[config.mk]
export PLATFORM = sky130hd
export DESIGN_NAME = ctl_ep_status
export DESIGN_NICKNAME = d
export VERILOG_FILES = /design/src/rtl/ctl_ep_pkg.sv /design/src/rtl/ep_flags.sv /design/src/rtl/ep_toggle.sv /design/src/rtl/ep_hs.sv /design/src/rtl/ep_irq.sv /design/src/rtl/ctl_ep_status.sv
export SDC_FILE = /design/constraint.sdc
export NUM_CORES = 1
export LEC_CHECK = 0
export ABC_AREA = 0
export BUFFER_PORTS_ARGS = -buffer_cell sky130_fd_sc_hd__buf_2
export CAP_MARGIN = 20
export CORE_ASPECT_RATIO = 1.2
export CORE_MARGIN = 3
export CORE_UTILIZATION = 41
export CTS_BUF_LIST = sky130_fd_sc_hd__clkbuf_8
export DETAILED_ROUTE_END_ITERATION = 12
export PLACE_DENSITY = 0.71
export SKIP_CTS_REPAIR_TIMING = 1
export SKIP_LAST_GASP = 1
export SYNTH_ARGS = -nofsm -noshare
export SYNTH_HDL_FRONTEND = slang
export SYNTH_SLANG_ARGS = --single-unit
export TNS_END_PERCENT = 30
[constraint.sdc]
create_clock -name clk -period 3.54 [get_ports clk]
set_input_delay 0.354 -clock clk [delete_from_list [all_inputs] [get_ports clk]]
set_output_delay 0.354 -clock clk [all_outputs]
set_load 0.01 [all_outputs]
[src/rtl/ctl_ep_pkg.sv]
package ctl_ep_pkg;
  typedef enum logic [1:0] {
    HS_ACK   = 2'd0,
    HS_NAK   = 2'd1,
    HS_STALL = 2'd2,
    HS_DATA  = 2'd3
  } hs_e;

  // status register bit positions
  localparam int ST_SETUP = 0;
  localparam int ST_OUT   = 1;
  localparam int ST_CMPL  = 2;
  localparam int ST_TXRDY = 3;
  localparam int ST_DIR   = 4;
  localparam int ST_STALL = 5;
  localparam int ST_TGIN  = 6;
  localparam int ST_TGOUT = 7;
  localparam int ST_W     = 8;

  localparam int REG_STATUS = 0;
  localparam int REG_IEN    = 1;
  localparam int NFLAG      = 3;
endpackage

[src/rtl/ep_flags.sv]
module ep_flags
  import ctl_ep_pkg::*;
#(
  parameter int DW = 8
) (
  input  logic          clk,
  input  logic          rst_n,
  input  logic          ev_setup,
  input  logic          ev_out_take,
  input  logic          ev_in_done,
  input  logic          wr_stat,
  input  logic [DW-1:0] wdata,
  output logic          rx_setup,
  output logic          rx_out,
  output logic          tx_cmpl,
  output logic          tx_rdy,
  output logic          dir_q,
  output logic          stall_q,
  output logic          fifo_clr
);
  logic n_setup, n_out, n_cmpl, n_rdy, n_dir, n_stall, n_clr;
  logic wdata_unused;
  assign wdata_unused = ^{wdata[DW-1:ST_TGIN]};

  always_comb begin
    n_setup = rx_setup;
    n_out   = rx_out;
    n_cmpl  = tx_cmpl;
    n_rdy   = tx_rdy;
    n_dir   = dir_q;
    n_stall = stall_q;
    n_clr   = 1'b0;
    if (wr_stat) begin
      if (!wdata[ST_SETUP] && rx_setup) begin
        n_setup = 1'b0;
        n_clr   = 1'b1;
      end
      if (!wdata[ST_OUT] && rx_out) begin
        n_out = 1'b0;
        n_clr = 1'b1;
      end
      if (!wdata[ST_CMPL]) n_cmpl = 1'b0;
      if (wdata[ST_TXRDY]) n_rdy = 1'b1;
      n_dir   = wdata[ST_DIR];
      n_stall = wdata[ST_STALL];
    end
    if (ev_out_take) n_out = 1'b1;
    if (ev_in_done) begin
      n_cmpl = 1'b1;
      n_rdy  = 1'b0;
    end
    if (ev_setup) begin
      n_setup = 1'b1;
      n_out   = 1'b0;
      n_cmpl  = 1'b0;
      n_rdy   = 1'b0;
      n_dir   = 1'b0;
      n_stall = 1'b0;
      n_clr   = 1'b0;
    end
  end

  always_ff @(posedge clk or negedge rst_n) begin
    if (!rst_n) begin
      rx_setup <= 1'b0;
      rx_out   <= 1'b0;
      tx_cmpl  <= 1'b0;
      tx_rdy   <= 1'b0;
      dir_q    <= 1'b0;
      stall_q  <= 1'b0;
      fifo_clr <= 1'b0;
    end else begin
      rx_setup <= n_setup;
      rx_out   <= n_out;
      tx_cmpl  <= n_cmpl;
      tx_rdy   <= n_rdy;
      dir_q    <= n_dir;
      stall_q  <= n_stall;
      fifo_clr <= n_clr;
    end
  end
endmodule

[src/rtl/ep_toggle.sv]
module ep_toggle #(
  parameter int NDIR = 2
) (
  input  logic            clk,
  input  logic            rst_n,
  input  logic            ev_setup,
  input  logic [NDIR-1:0] flip,
  output logic [NDIR-1:0] tog
);
  for (genvar i = 0; i < NDIR; i++) begin : g_tog
    always_ff @(posedge clk or negedge rst_n) begin
      if (!rst_n)        tog[i] <= 1'b0;
      else if (ev_setup) tog[i] <= 1'b1;
      else if (flip[i])  tog[i] <= ~tog[i];
    end
  end
endmodule

[src/rtl/ep_hs.sv]
module ep_hs
  import ctl_ep_pkg::*;
(
  input  logic       clk,
  input  logic       rst_n,
  input  logic       sie_setup,
  input  logic       sie_out,
  input  logic       sie_out_odd,
  input  logic       sie_in,
  input  logic       sie_ack,
  input  logic       rx_setup,
  input  logic       rx_out,
  input  logic       tx_cmpl,
  input  logic       tx_rdy,
  input  logic       stall_q,
  input  logic       tog_in,
  input  logic       tog_out,
  output logic       ev_out_take,
  output logic       ev_in_done,
  output logic       rsp_valid,
  output logic [1:0] rsp_code,
  output logic       rsp_odd,
  output logic       rsp_keep
);
  logic pending;
  logic in_data, out_busy;
  hs_e  code_n;
  logic keep_n, odd_n;

  assign out_busy    = rx_setup | rx_out;
  assign ev_out_take = sie_out && !out_busy && (sie_out_odd == tog_out);
  assign in_data     = sie_in && !stall_q && tx_rdy && !tx_cmpl && !rx_setup;
  assign ev_in_done  = sie_ack && pending;

  always_comb begin
    code_n = HS_NAK;
    keep_n = 1'b0;
    odd_n  = 1'b0;
    if (sie_setup) begin
      code_n = HS_ACK;
      keep_n = 1'b1;
    end else if (sie_out) begin
      if (!out_busy) begin
        code_n = HS_ACK;
        keep_n = ev_out_take;
      end
    end else if (sie_in) begin
      if (stall_q) code_n = HS_STALL;
      else if (in_data) begin
        code_n = HS_DATA;
        odd_n  = tog_in;
      end
    end
  end

  always_ff @(posedge clk or negedge rst_n) begin
    if (!rst_n) begin
      pending   <= 1'b0;
      rsp_valid <= 1'b0;
      rsp_code  <= HS_ACK;
      rsp_odd   <= 1'b0;
      rsp_keep  <= 1'b0;
    end else begin
      if (sie_setup || sie_ack) pending <= 1'b0;
      else if (in_data)         pending <= 1'b1;
      rsp_valid <= sie_setup | sie_out | sie_in;
      rsp_code  <= code_n;
      rsp_odd   <= odd_n;
      rsp_keep  <= keep_n;
    end
  end
endmodule

[src/rtl/ep_irq.sv]
module ep_irq #(
  parameter int NF = 3
) (
  input  logic          clk,
  input  logic          rst_n,
  input  logic          wr_en,
  input  logic [NF-1:0] wdata,
  input  logic [NF-1:0] flags,
  output logic [NF-1:0] ien,
  output logic          irq
);
  always_ff @(posedge clk or negedge rst_n) begin
    if (!rst_n)     ien <= '0;
    else if (wr_en) ien <= wdata;
  end
  assign irq = |(flags & ien);
endmodule

[src/rtl/ctl_ep_status.sv]
module ctl_ep_status
  import ctl_ep_pkg::*;
#(
  parameter int DW = 8,
  parameter int AW = 2
) (
  input  logic          clk,
  input  logic          rst_n,
  input  logic          sie_setup,
  input  logic          sie_out,
  input  logic          sie_out_odd,
  input  logic          sie_in,
  input  logic          sie_ack,
  output logic          rsp_valid,
  output logic [1:0]    rsp_code,
  output logic          rsp_odd,
  output logic          rsp_keep,
  input  logic          cfg_we,
  input  logic [AW-1:0] cfg_addr,
  input  logic [DW-1:0] cfg_wdata,
  output logic [DW-1:0] cfg_rdata,
  output logic          fifo_clr,
  output logic          irq
);
  localparam int NDIR = 2;

  logic rx_setup, rx_out, tx_cmpl, tx_rdy, dir_q, stall_q;
  logic tog_in, tog_out;
  logic ev_out_take, ev_in_done;
  logic [NDIR-1:0] tog, flip;
  logic [NFLAG-1:0] ien;
  logic [ST_W-1:0] status;
  logic wr_stat, wr_ien;

  assign wr_stat = cfg_we && (cfg_addr == AW'(REG_STATUS));
  assign wr_ien  = cfg_we && (cfg_addr == AW'(REG_IEN));

  ep_flags #(.DW(DW)) u_flags (
    .clk(clk), .rst_n(rst_n), .ev_setup(sie_setup),
    .ev_out_take(ev_out_take), .ev_in_done(ev_in_done),
    .wr_stat(wr_stat), .wdata(cfg_wdata),
    .rx_setup(rx_setup), .rx_out(rx_out), .tx_cmpl(tx_cmpl),
    .tx_rdy(tx_rdy), .dir_q(dir_q), .stall_q(stall_q), .fifo_clr(fifo_clr)
  );

  assign flip    = {ev_out_take, ev_in_done};
  assign tog_in  = tog[0];
  assign tog_out = tog[1];

  ep_toggle #(.NDIR(NDIR)) u_tog (
    .clk(clk), .rst_n(rst_n), .ev_setup(sie_setup), .flip(flip), .tog(tog)
  );

  ep_hs u_hs (
    .clk(clk), .rst_n(rst_n), .sie_setup(sie_setup), .sie_out(sie_out),
    .sie_out_odd(sie_out_odd), .sie_in(sie_in), .sie_ack(sie_ack),
    .rx_setup(rx_setup), .rx_out(rx_out), .tx_cmpl(tx_cmpl), .tx_rdy(tx_rdy),
    .stall_q(stall_q), .tog_in(tog_in), .tog_out(tog_out),
    .ev_out_take(ev_out_take), .ev_in_done(ev_in_done),
    .rsp_valid(rsp_valid), .rsp_code(rsp_code), .rsp_odd(rsp_odd),
    .rsp_keep(rsp_keep)
  );

  ep_irq #(.NF(NFLAG)) u_irq (
    .clk(clk), .rst_n(rst_n), .wr_en(wr_ien), .wdata(cfg_wdata[NFLAG-1:0]),
    .flags({tx_cmpl, rx_out, rx_setup}), .ien(ien), .irq(irq)
  );

  always_comb begin
    status           = '0;
    status[ST_SETUP] = rx_setup;
    status[ST_OUT]   = rx_out;
    status[ST_CMPL]  = tx_cmpl;
    status[ST_TXRDY] = tx_rdy;
    status[ST_DIR]   = dir_q;
    status[ST_STALL] = stall_q;
    status[ST_TGIN]  = tog_in;
    status[ST_TGOUT] = tog_out;
  end

  always_comb begin
    cfg_rdata = '0;
    if (cfg_addr == AW'(REG_STATUS))   cfg_rdata[ST_W-1:0]  = status;
    else if (cfg_addr == AW'(REG_IEN)) cfg_rdata[NFLAG-1:0] = ien;
  end
endmodule

======== Word-level counts from Yosys, hierarchy flattened ========
Index checks and enable logic that the tools add are counted.
operators by class
  $add $sub $neg .......................... 0
  $mul .................................... 0
  div/mod/pow operators ................... 0
  order comparisons ....................... 0
  equality and inequality tests ........... 3
  shifts and indexed selects .............. 0
  multiplexer cells ....................... 46
  bitwise operators ....................... 6
  reductions and logical operators ........ 33
operator list
  cell                                                                      number
  1-bit 2-to-1 mux                                                          38
  3-bit nonzero test                                                        4
  1-bit logical AND                                                         11
  2-bit 2-to-1 mux                                                          5
  2-bit nonzero test                                                        5
  2-bit AND reduction                                                       4
  1-bit logical NOT                                                         6
  3-bit 2-to-1 mux                                                          2
  5-bit 2-to-1 mux                                                          1
  3-bit bitwise AND                                                         1
  3-bit by 2-bit inequality test with 1-bit output (second input constant)  1
  1-bit OR                                                                  3
  3-bit OR reduction                                                        1
  2-bit by 1-bit == test with 1-bit output (second input constant)          1
  2-bit logical NOT                                                         1
  1-bit inverter                                                            2
  1-bit == test                                                             1
  1-bit logical OR                                                          1
storage, ports and cells
  register bits ........................... 18
  latch bits .............................. 0
  bits in writable memories ............... 0
  bits in read-only memories .............. 0
  output and inout bits ................... 15
  word-level logic and storage cells ...... 103
  memories ................................ 0

======== Logic depth before layout (Yosys ltp) ========
Gate-level depths: netlist of run 1.
  word-level depth ........................ 10
  gate-level depth with buffers ........... 4
  gate-level depth less buffers ........... 2

======== Modules after synthesis ========
A second synthesis of run 1 with hierarchy kept.
unflattened totals
  cells, all modules ...................... 76
  area, all modules ....................... 873.3 um^2
by module, submodules not included
  module         instances  cells an instance  area an instance (um^2)
  ep_flags       1          25                 292.8
  ep_hs          1          22                 266.5
  ep_irq         1          8                  122.6
  ctl_ep_status  1          15                 111.4
  ep_toggle      1          6                  80.1

======== Least setup slack after synthesis of run 1 ========
OpenSTA, ideal clock, no wires.
  path type ............................... input-to-output
  start point ............................. input port cfg_addr[0]
  end point ............................... output port cfg_rdata[3]
  arrival time ............................ 0.865 ns
  data required time ...................... 3.186 ns
  slack ................................... 2.321 ns
  stages on the path ...................... 3
  buffers on the path ..................... 1
  path through ............................ buf_2 > nor2_1 > and2_1
between the ends
  word-level cells in the longest chain between the ends .. 2
ends and longest elaborated chain
  what               line                 RTL
  start, declared    ctl_ep_status.sv:19  input logic [AW-1:0] cfg_addr,
  2-bit logical NOT  ctl_ep_status.sv:83  if (cfg_addr == AW'(REG_STATUS)) cfg_rdata[ST_W-1:0] = status;
  5-bit 2-to-1 mux   ctl_ep_status.sv:83
  end, declared      ctl_ep_status.sv:21  output logic [DW-1:0] cfg_rdata,
No other way between the ends.

======== Worst setup path in the final report of run 1 ========
  start point ............................. register u_flags.rx_setup
  end point ............................... output port irq
between the ends
  word-level cells in the longest chain between the ends .. 2
ends and longest elaborated chain
  what                    line                 RTL
  start, declared         ep_flags.sv:13       output logic rx_setup,
  start signal, assigned  ep_flags.sv:73       rx_setup <= n_setup;
  3-bit bitwise AND       ep_irq.sv:16         assign irq = |(flags & ien);
  3-bit OR reduction      ep_irq.sv:16
  end, declared           ctl_ep_status.sv:23  output logic irq
No other way between the ends.

==> results of run 1 <==
layout by cell type (no fill, tap or decap), types with 5 or more instances in the layout:
cell type and count:
sky130_fd_sc_hd__dfrtp_1 18, sky130_fd_sc_hd__a21oi_1 5, sky130_fd_sc_hd__nor2_1 8, sky130_fd_sc_hd__nand2b_1 5, sky130_fd_sc_hd__buf_2 30, sky130_fd_sc_hd__mux2i_1 6
sky130_fd_sc_hd__and2_1 5
power by group:
group          switching [W]  internal [W]
clock              0.0000621     0.0000754
combinational      0.0000332     0.0000304
sequential        0.00000776      0.000216
stage by stage:
step                      hold slack [ns]  util [%]  total power, W
after CTS                          0.0333      56.6        0.000430
after floorplan                    0.0584         -        0.000262
final                              0.0245      56.6        0.000425
after global placement              0.303      54.5        0.000290
after detailed placement            0.302      54.5        0.000292
after global routing               0.0560      56.6        0.000450
worst max-delay path, stage by stage, from the launching register on:
cell and delay (ns):
sky130_fd_sc_hd__dfrtp_1 0.46, sky130_fd_sc_hd__a222oi_1 0.35, sky130_fd_sc_hd__inv_1 0.06, sky130_fd_sc_hd__buf_2 0.14
logic make-up (layout without fill, tap and decap cells):
| kind of cell | after synthesis | count (layout) | synth area share (%) |
|---|---|---|---|
| compound gates | 15 | 15 | 12.0 |
| buf+inv | 6 | 36 | 2.93 |
| mux | 9 | 9 | 10.5 |
| simple gates | 33 | 33 | 23.4 |
| xor+xnor | 1 | 1 | 0.976 |
| flops | 18 | 18 | 50.2 |
final cells by class:
| type | instances | share of cell area, % |
|---|---|---|
| Multi-Input combinational cell | 58 | 37.9 |
| Clock buffer | 3 | 3.72 |
| Inverter | 3 | 1.02 |
| Tap cell | 28 | 3.16 |
| Timing Repair Buffer | 30 | 13.5 |
| Sequential cell | 18 | 40.6 |
layer usage:
metal / routed length, um / vias to the layer above
met1: 926 / 339
met3: 92 / 2
li1: - / 355
met4: 12 / 0
met2: 838 / 25
met5: 0 / -
worst paths after layout:
| check | from | endpoint | slack (ns) |
|---|---|---|---|
| worst min-delay path | rst_n | u_irq.ien[1] | 0.02 |
| worst max-delay path | u_flags.rx_setup | irq | 1.93 |
| min in group clk | cfg_wdata[4] | u_flags.dir_q | 0.35 |
| worst min register to register | u_flags.tx_rdy | u_flags.tx_rdy | 0.51 |
| max in group asynchronous | rst_n | u_hs.pending | 3.24 |
| worst max register to register | u_flags.rx_setup | u_flags.rx_out | 2.30 |
==> results.txt, run 1 <==
NumNets Final: 132
Post-route fraction of the period consumed by the critical path: 45.6%
Met3 usage: 3.13%
Area growth from synthesis to final layout: 23.6%
Final HPWL from detailed placement: 1420 um
Boundary pin count: 33
Most used DFF post-synth: sky130_fd_sc_hd__dfrtp_1
Post-route setup TNS: 0 ns
Wire per inst: 13.4 um
Synth cell count leaders: sky130_fd_sc_hd__dfrtp_1, sky130_fd_sc_hd__nor2_1, sky130_fd_sc_hd__mux2i_1
Most frequent cell after synthesis: sky130_fd_sc_hd__dfrtp_1
Distinct cell type count of the synthesized netlist: 28
Minimum setup slack after placement: 2.09 ns
Total Die Area: 2790 um^2
Master cell of the clock root buffer: sky130_fd_sc_hd__clkbuf_8
Initial core utilization: 45.8%
Total core area: 1960 um^2
Result of the run: finished clean
Cell row count: 17
All-Layer GR Usage: 14.7%
Sinks on the clock net: 18
Least-Margin Pin Slew: 0.450 ns
DRC violation count after routing: 0
Post-synth top area share: 50.2%
Aggregate global routing overflow: 0
Routed Antenna Nets: 0
Layout Cell Area excl Fill: 1110 um^2
RSZ-0062 raised after global routing: false
H-tree depth: 1
Post-layout worst setup margin: 1.93 ns
Vias in the first global route: 663
Largest registers ranked by flip-flop count: u_irq.ien (3), u_hs.rsp_code (2), u_tog.tog (2)
Max reg flops: 3
Clock Latency Late Sink: 0.25 ns
Leading post-synthesis cells by cell area: sky130_fd_sc_hd__dfrtp_1, sky130_fd_sc_hd__mux2i_1, sky130_fd_sc_hd__mux2_2
Maximum clock rate: 620 MHz
Synthesized area per cell: 10.9 um^2
Net count of the mapped netlist: 100
PwrDens: 384 nW/um^2
Min-delay worst type: in2async
Endpoints failing hold: 0
Setup violation total in the final timing report: 0
Met1 layer usage reported by global route: 21.4%
Number of antenna repair diodes: 0
Worst IR drop on VDD: 0.254 mV
Register area: 450 um^2
Count of vias placed by the detailed router: 721
Clock period minus worst slack: 1.61 ns
Netlist area before placement: 897 um^2
Critical path type: reg2out
RePlAce Congestion: 0.763
Wire length of the first global-routing pass: 3190 um
Flip-flop and latch count after synthesis: 18
Startpoint type of the worst setup path: flop
Total iterations of the first detailed-routing run: 4
Reported max-cap violation count: 0
Post-Synthesis Cells: 82
Number of instances in the placed design: 137
Proportion of layout cells with a drive suffix above 1: 33.0%
Die height: 57.2 um
Filler cell count in the final layout: 189
Largest driver fanout on the critical path: 7
Die width: 48.7 um
Static power due to leakage: 0.545 nW
Register area share after synthesis: 50.2%
Final Max Slew Viols: 0
Reg2Reg Depth: 2
DRC violation total after the first TritonRoute iteration: 13
FFs w/ async S/R, synth: 100%
TritonCTS clock tree: done
Fin cells: 140
Antenna violations before repair: 0
Yosys warning total: 0
Clk_skew: 0.00285 ns
Area used by multi-input combinational logic: 420 um^2
Critical Path RT: 3.19 ns
Max-slew headroom: 69.9%
Maximum number of pins on one net before global-route repair: 19
Post-synth EDFFs: 0
Inserted Clock Buffers: 3
Clock-pin slew on the worst setup and hold paths: 0.06 ns
Busiest layer in global routing: met1
Register with the most flip-flops: u_irq.ien
Type of element capturing the critical path: output pin
Total placed instance area: 1070 um^2
Port-buffer cells: 30
Met2 track demand over resource in global routing: 21.2%
Biggest area consumer among synthesized cells: sky130_fd_sc_hd__dfrtp_1
Number of vias per cell: 5.15
Arrival time at the worst endpoint: 1.26 ns
Post-Route WL: 1870 um
CTS max path bufs: 2
Power figures use the tool's default switching activity.
==> inputs of run 2 (changes only) <==
- ABC_AREA: 0 -> 1
- PLACE_DENSITY: 0.71 -> 0.72
- clock period: 3.54 -> 1.6 ns (I/O delays scaled with it)
==> run 2 against run 1 <==
Clock-buffer cell count is the same; highest routed layer unchanged; critical path depth stayed put; via count grew 9.4%; register-to-register slack worse by 1.7 ns; hold slack better by 0.10 ns; critical endpoint is now cfg_rdata[1]; sequential power rose by 120%; setup slack got worse by 1.5 ns; wire length grew 1.7%; largest cell class unchanged; power grew 120%; die area down 4.9%.
==> results.txt, run 2 <==
Distinct cell type count of the synthesized netlist: 16 (-43%)
Yosys warning total: 0 (unchanged)
Commonest non-fill, non-tap cell in the layout: sky130_fd_sc_hd__buf_2
Worst IR drop on VDD: 0.428 mV (+68%)
Uppermost routed layer: met4
Main combinational cell family by area after synthesis: simple AND/OR/NAND/NOR gates
Master cell of the clock root buffer: sky130_fd_sc_hd__clkbuf_8
Total met2 wirelength after detailed routing: 935 um (+12%)
Least-Margin Pin Slew: 0.401 ns (-0.0490 ns)
Antenna violations before repair: 0 (unchanged)
Final Max Slew Viols: 0 (unchanged)
Flip-flop and latch count after synthesis: 18 (unchanged)
Compound-cell area share of the yosys netlist: 12.4% (+0.41 points)
Vias in the first global route: 752 (+13%)
Wire length of the first global-routing pass: 3190 um (-0.22%)
NumNets Final: 160 (+21%)
Port-buffer cells: 30 (unchanged)
Xor and xnor fraction of the mapped netlist area: 0% (-0.98 points)
Post-route fraction of the period consumed by the critical path: 76.2%
CTS max path bufs: 2 (unchanged)
Total placed instance area: 1010 um^2 (-5.4%)
Die height: 55.8 um (-2.5%)
Arrival time at the worst endpoint: 1.06 ns (-0.20 ns)
Clk_skew: 0.00125 ns (-0.00160 ns)
Largest driver fanout on the critical path: 4 (-3)
Total iterations of the first detailed-routing run: 4 (unchanged)
Inserted Clock Buffers: 3 (unchanged)
Largest stage delay, worst path: 0.40 ns (-0.06 ns)
PwrDens: 879 nW/um^2 (+130%)
Boundary pin count: 33 (unchanged)
DRC violation count after routing: 0 (unchanged)
Instance count on the critical path: 3 (unchanged)
Share of synthesized area spent on multiplexers: 0% (-10 points)
Kind of cell adding the most delay to the critical path: flip-flops
Synth cell count leaders: sky130_fd_sc_hd__nand2_1, sky130_fd_sc_hd__dfrtp_1, sky130_fd_sc_hd__inv_1
DRC violation total after the first TritonRoute iteration: 13 (unchanged)
Total core area: 1890 um^2 (-3.3%)
Netlist area before placement: 847 um^2 (-5.6%)
Leading cell types in the layout, fill and taps excluded: sky130_fd_sc_hd__buf_2, sky130_fd_sc_hd__nand2_1, sky130_fd_sc_hd__dfrtp_1
Total Die Area: 2650 um^2 (-4.9%)
Simple-gate portion of the synthesized area: 25.1% (+1.7 points)
Routed metal-1 wire length: 861 um (-7.0%)
Number of vias per cell: 4.96 (-3.6%)
Reg2Reg Depth: 5 (+3)
All-Layer GR Usage: 16.1% (+1.4 points)
Endpoints failing hold: 0 (unchanged)
Startpoint type of the worst setup path: flop
Filler cell count in the final layout: 178 (-5.8%)
Synthesized area per cell: 7.92 um^2 (-28%)
Proportion of layout cells with a drive suffix above 1: 28.6% (-4.5 points)
H-tree depth: 1 (unchanged)
Maximum number of pins on one net before global-route repair: 19 (unchanged)
Register area share after synthesis: 53.2% (+3.0 points)
TritonCTS clock tree: done
Post-synth EDFFs: 0 (unchanged)
Biggest area consumer among synthesized cells: sky130_fd_sc_hd__dfrtp_1
Initial core utilization: 44.7% (-1.1 points)
Most frequent cell after synthesis: sky130_fd_sc_hd__nand2_1
Clock Latency Late Sink: 0.25 ns (about the same)
Count of vias placed by the detailed router: 789 (+9.4%)
Arithmetic-cell share of the synthesized area counting full adders, half adders and majority gates: 0% (unchanged)
Largest registers ranked by flip-flop count: u_irq.ien (3), u_hs.rsp_code (2), u_tog.tog (2)
Leading post-synthesis cells by cell area: sky130_fd_sc_hd__dfrtp_1, sky130_fd_sc_hd__nand2_1, sky130_fd_sc_hd__inv_1
RSZ-0062 raised after global routing: false
Minimum setup slack after placement: 0.467 ns (-1.62 ns)
FFs w/ async S/R, synth: 100% (unchanged)
Setup violation total in the final timing report: 0 (unchanged)
Post-Route WL: 1900 um (+1.7%)
Static power due to leakage: 0.568 nW (+4.3%)
Critical Path RT: 1.44 ns (-1.75 ns)
Layout Cell Area excl Fill: 1060 um^2 (-4.3%)
Post-layout worst setup margin: 0.381 ns (-1.54 ns)
Die width: 47.5 um (-2.5%)
Wire per inst: 12.0 um (-10%)
Met3 wire length: 81 um (-12%)
Sum of buffers and inverters on the critical path: 2 (unchanged)
Register with the most flip-flops: u_irq.ien
Final HPWL from detailed placement: 1470 um (+3.5%)
Core Util, Final: 56.0% (-0.60 points)
Post-route setup TNS: 0 ns (unchanged)
Clock-pin slew on the worst setup and hold paths: 0.06 ns (about the same)
Number of antenna repair diodes: 0 (unchanged)
Cell row count: 17 (unchanged)
Min-delay worst type: in2reg
Library cell contributing the largest single delay on the critical path: sky130_fd_sc_hd__dfrtp_1
Area growth from synthesis to final layout: 25.3%
Max reg flops: 3 (unchanged)
Max-slew headroom: 73.3% (+3.4 points)
WHS: 0.129 ns (+0.104 ns)
Type of element capturing the critical path: output pin
Maximum clock rate: 821 MHz
Result of the run: finished clean
Critical path type: reg2out
Post-Synthesis Cells: 107 (+30%)
Clock period minus worst slack: 1.22 ns
Aggregate global routing overflow: 0 (unchanged)
Post-synth top area share: 53.2% (+3.0 points)
Routed Antenna Nets: 0 (unchanged)
Sinks on the clock net: 18 (unchanged)
Crit-path cells: inv_1 > o21ai_0 > buf_2
Net count of the mapped netlist: 125 (+25%)
RePlAce Congestion: 0.787 (+3.1%)
Number of cells on the worst hold path: 2
Most used DFF post-synth: sky130_fd_sc_hd__dfrtp_1
Reported max-cap violation count: 0 (unchanged)
run 2: layer usage:
metal	vias to the layer above	track usage [%]
met3	4	2.91
met2	20	25.3
met5	-	0
li1	405	-
met4	0	5.93
met1	360	21.2
run 2: cell families (layout without fill, tap and decap cells):
kind of cell,Yosys count,after routing
simple gates,50,50
compound gates,20,20
buf+inv,19,52
flops,18,18
run 2: path summary, 6_finish.rpt:
| check | from | endpoint | slack, ns |
|---|---|---|---|
| worst min-delay path | sie_out_odd | u_tog.tog[1] | 0.13 |
| worst max register to register | u_flags.rx_setup | u_flags.rx_out | 0.60 |
| worst max-delay path | u_flags.rx_out | cfg_rdata[1] | 0.38 |
| worst min register to register | u_tog.tog[0] | u_hs.rsp_odd | 0.52 |
| min in group asynchronous | rst_n | u_irq.ien[1] | 0.37 |
| max in group asynchronous | rst_n | u_hs.rsp_odd | 0.95 |
run 2: area by class of cell:
type / instances / area, um^2 / area share [%]
sequential: 18 / 450 / 42.5
multi-input combinational: 70 / 318 / 30.0
timing repair buffer: 31 / 160 / 15.1
inverter: 18 / 67.6 / 6.37
clock buffer: 3 / 41.3 / 3.89
tap: 19 / 23.8 / 2.24
run 2: worst reg2reg max path, cell delays in order, from the launching register on:
cell and delay [ns]:
sky130_fd_sc_hd__dfrtp_1 0.40, sky130_fd_sc_hd__inv_2 0.10, sky130_fd_sc_hd__nand2_1 0.05, sky130_fd_sc_hd__nor2_1 0.13, sky130_fd_sc_hd__nand2_1 0.09, sky130_fd_sc_hd__a21oi_1 0.15
run 2: stage by stage:
step / total power [W] / instances
2_1_floorplan: 0.000571 / 107
3_3_place_gp: 0.000630 / 155
3_5_place_dp: 0.000634 / 155
4_1_cts: 0.000938 / 158
5_1_grt: 0.000975 / 159
6_report: 0.000933 / 159
run 2: power breakdown:
group | switching (W) | internal (W) | total [W]
Sequential | 0.0000145 | 0.000479 | 0.000494
Combinational | 0.0000816 | 0.0000515 | 0.000133
Clock | 0.000139 | 0.000167 | 0.000306
Total | 0.000236 | 0.000698 | 0.000933
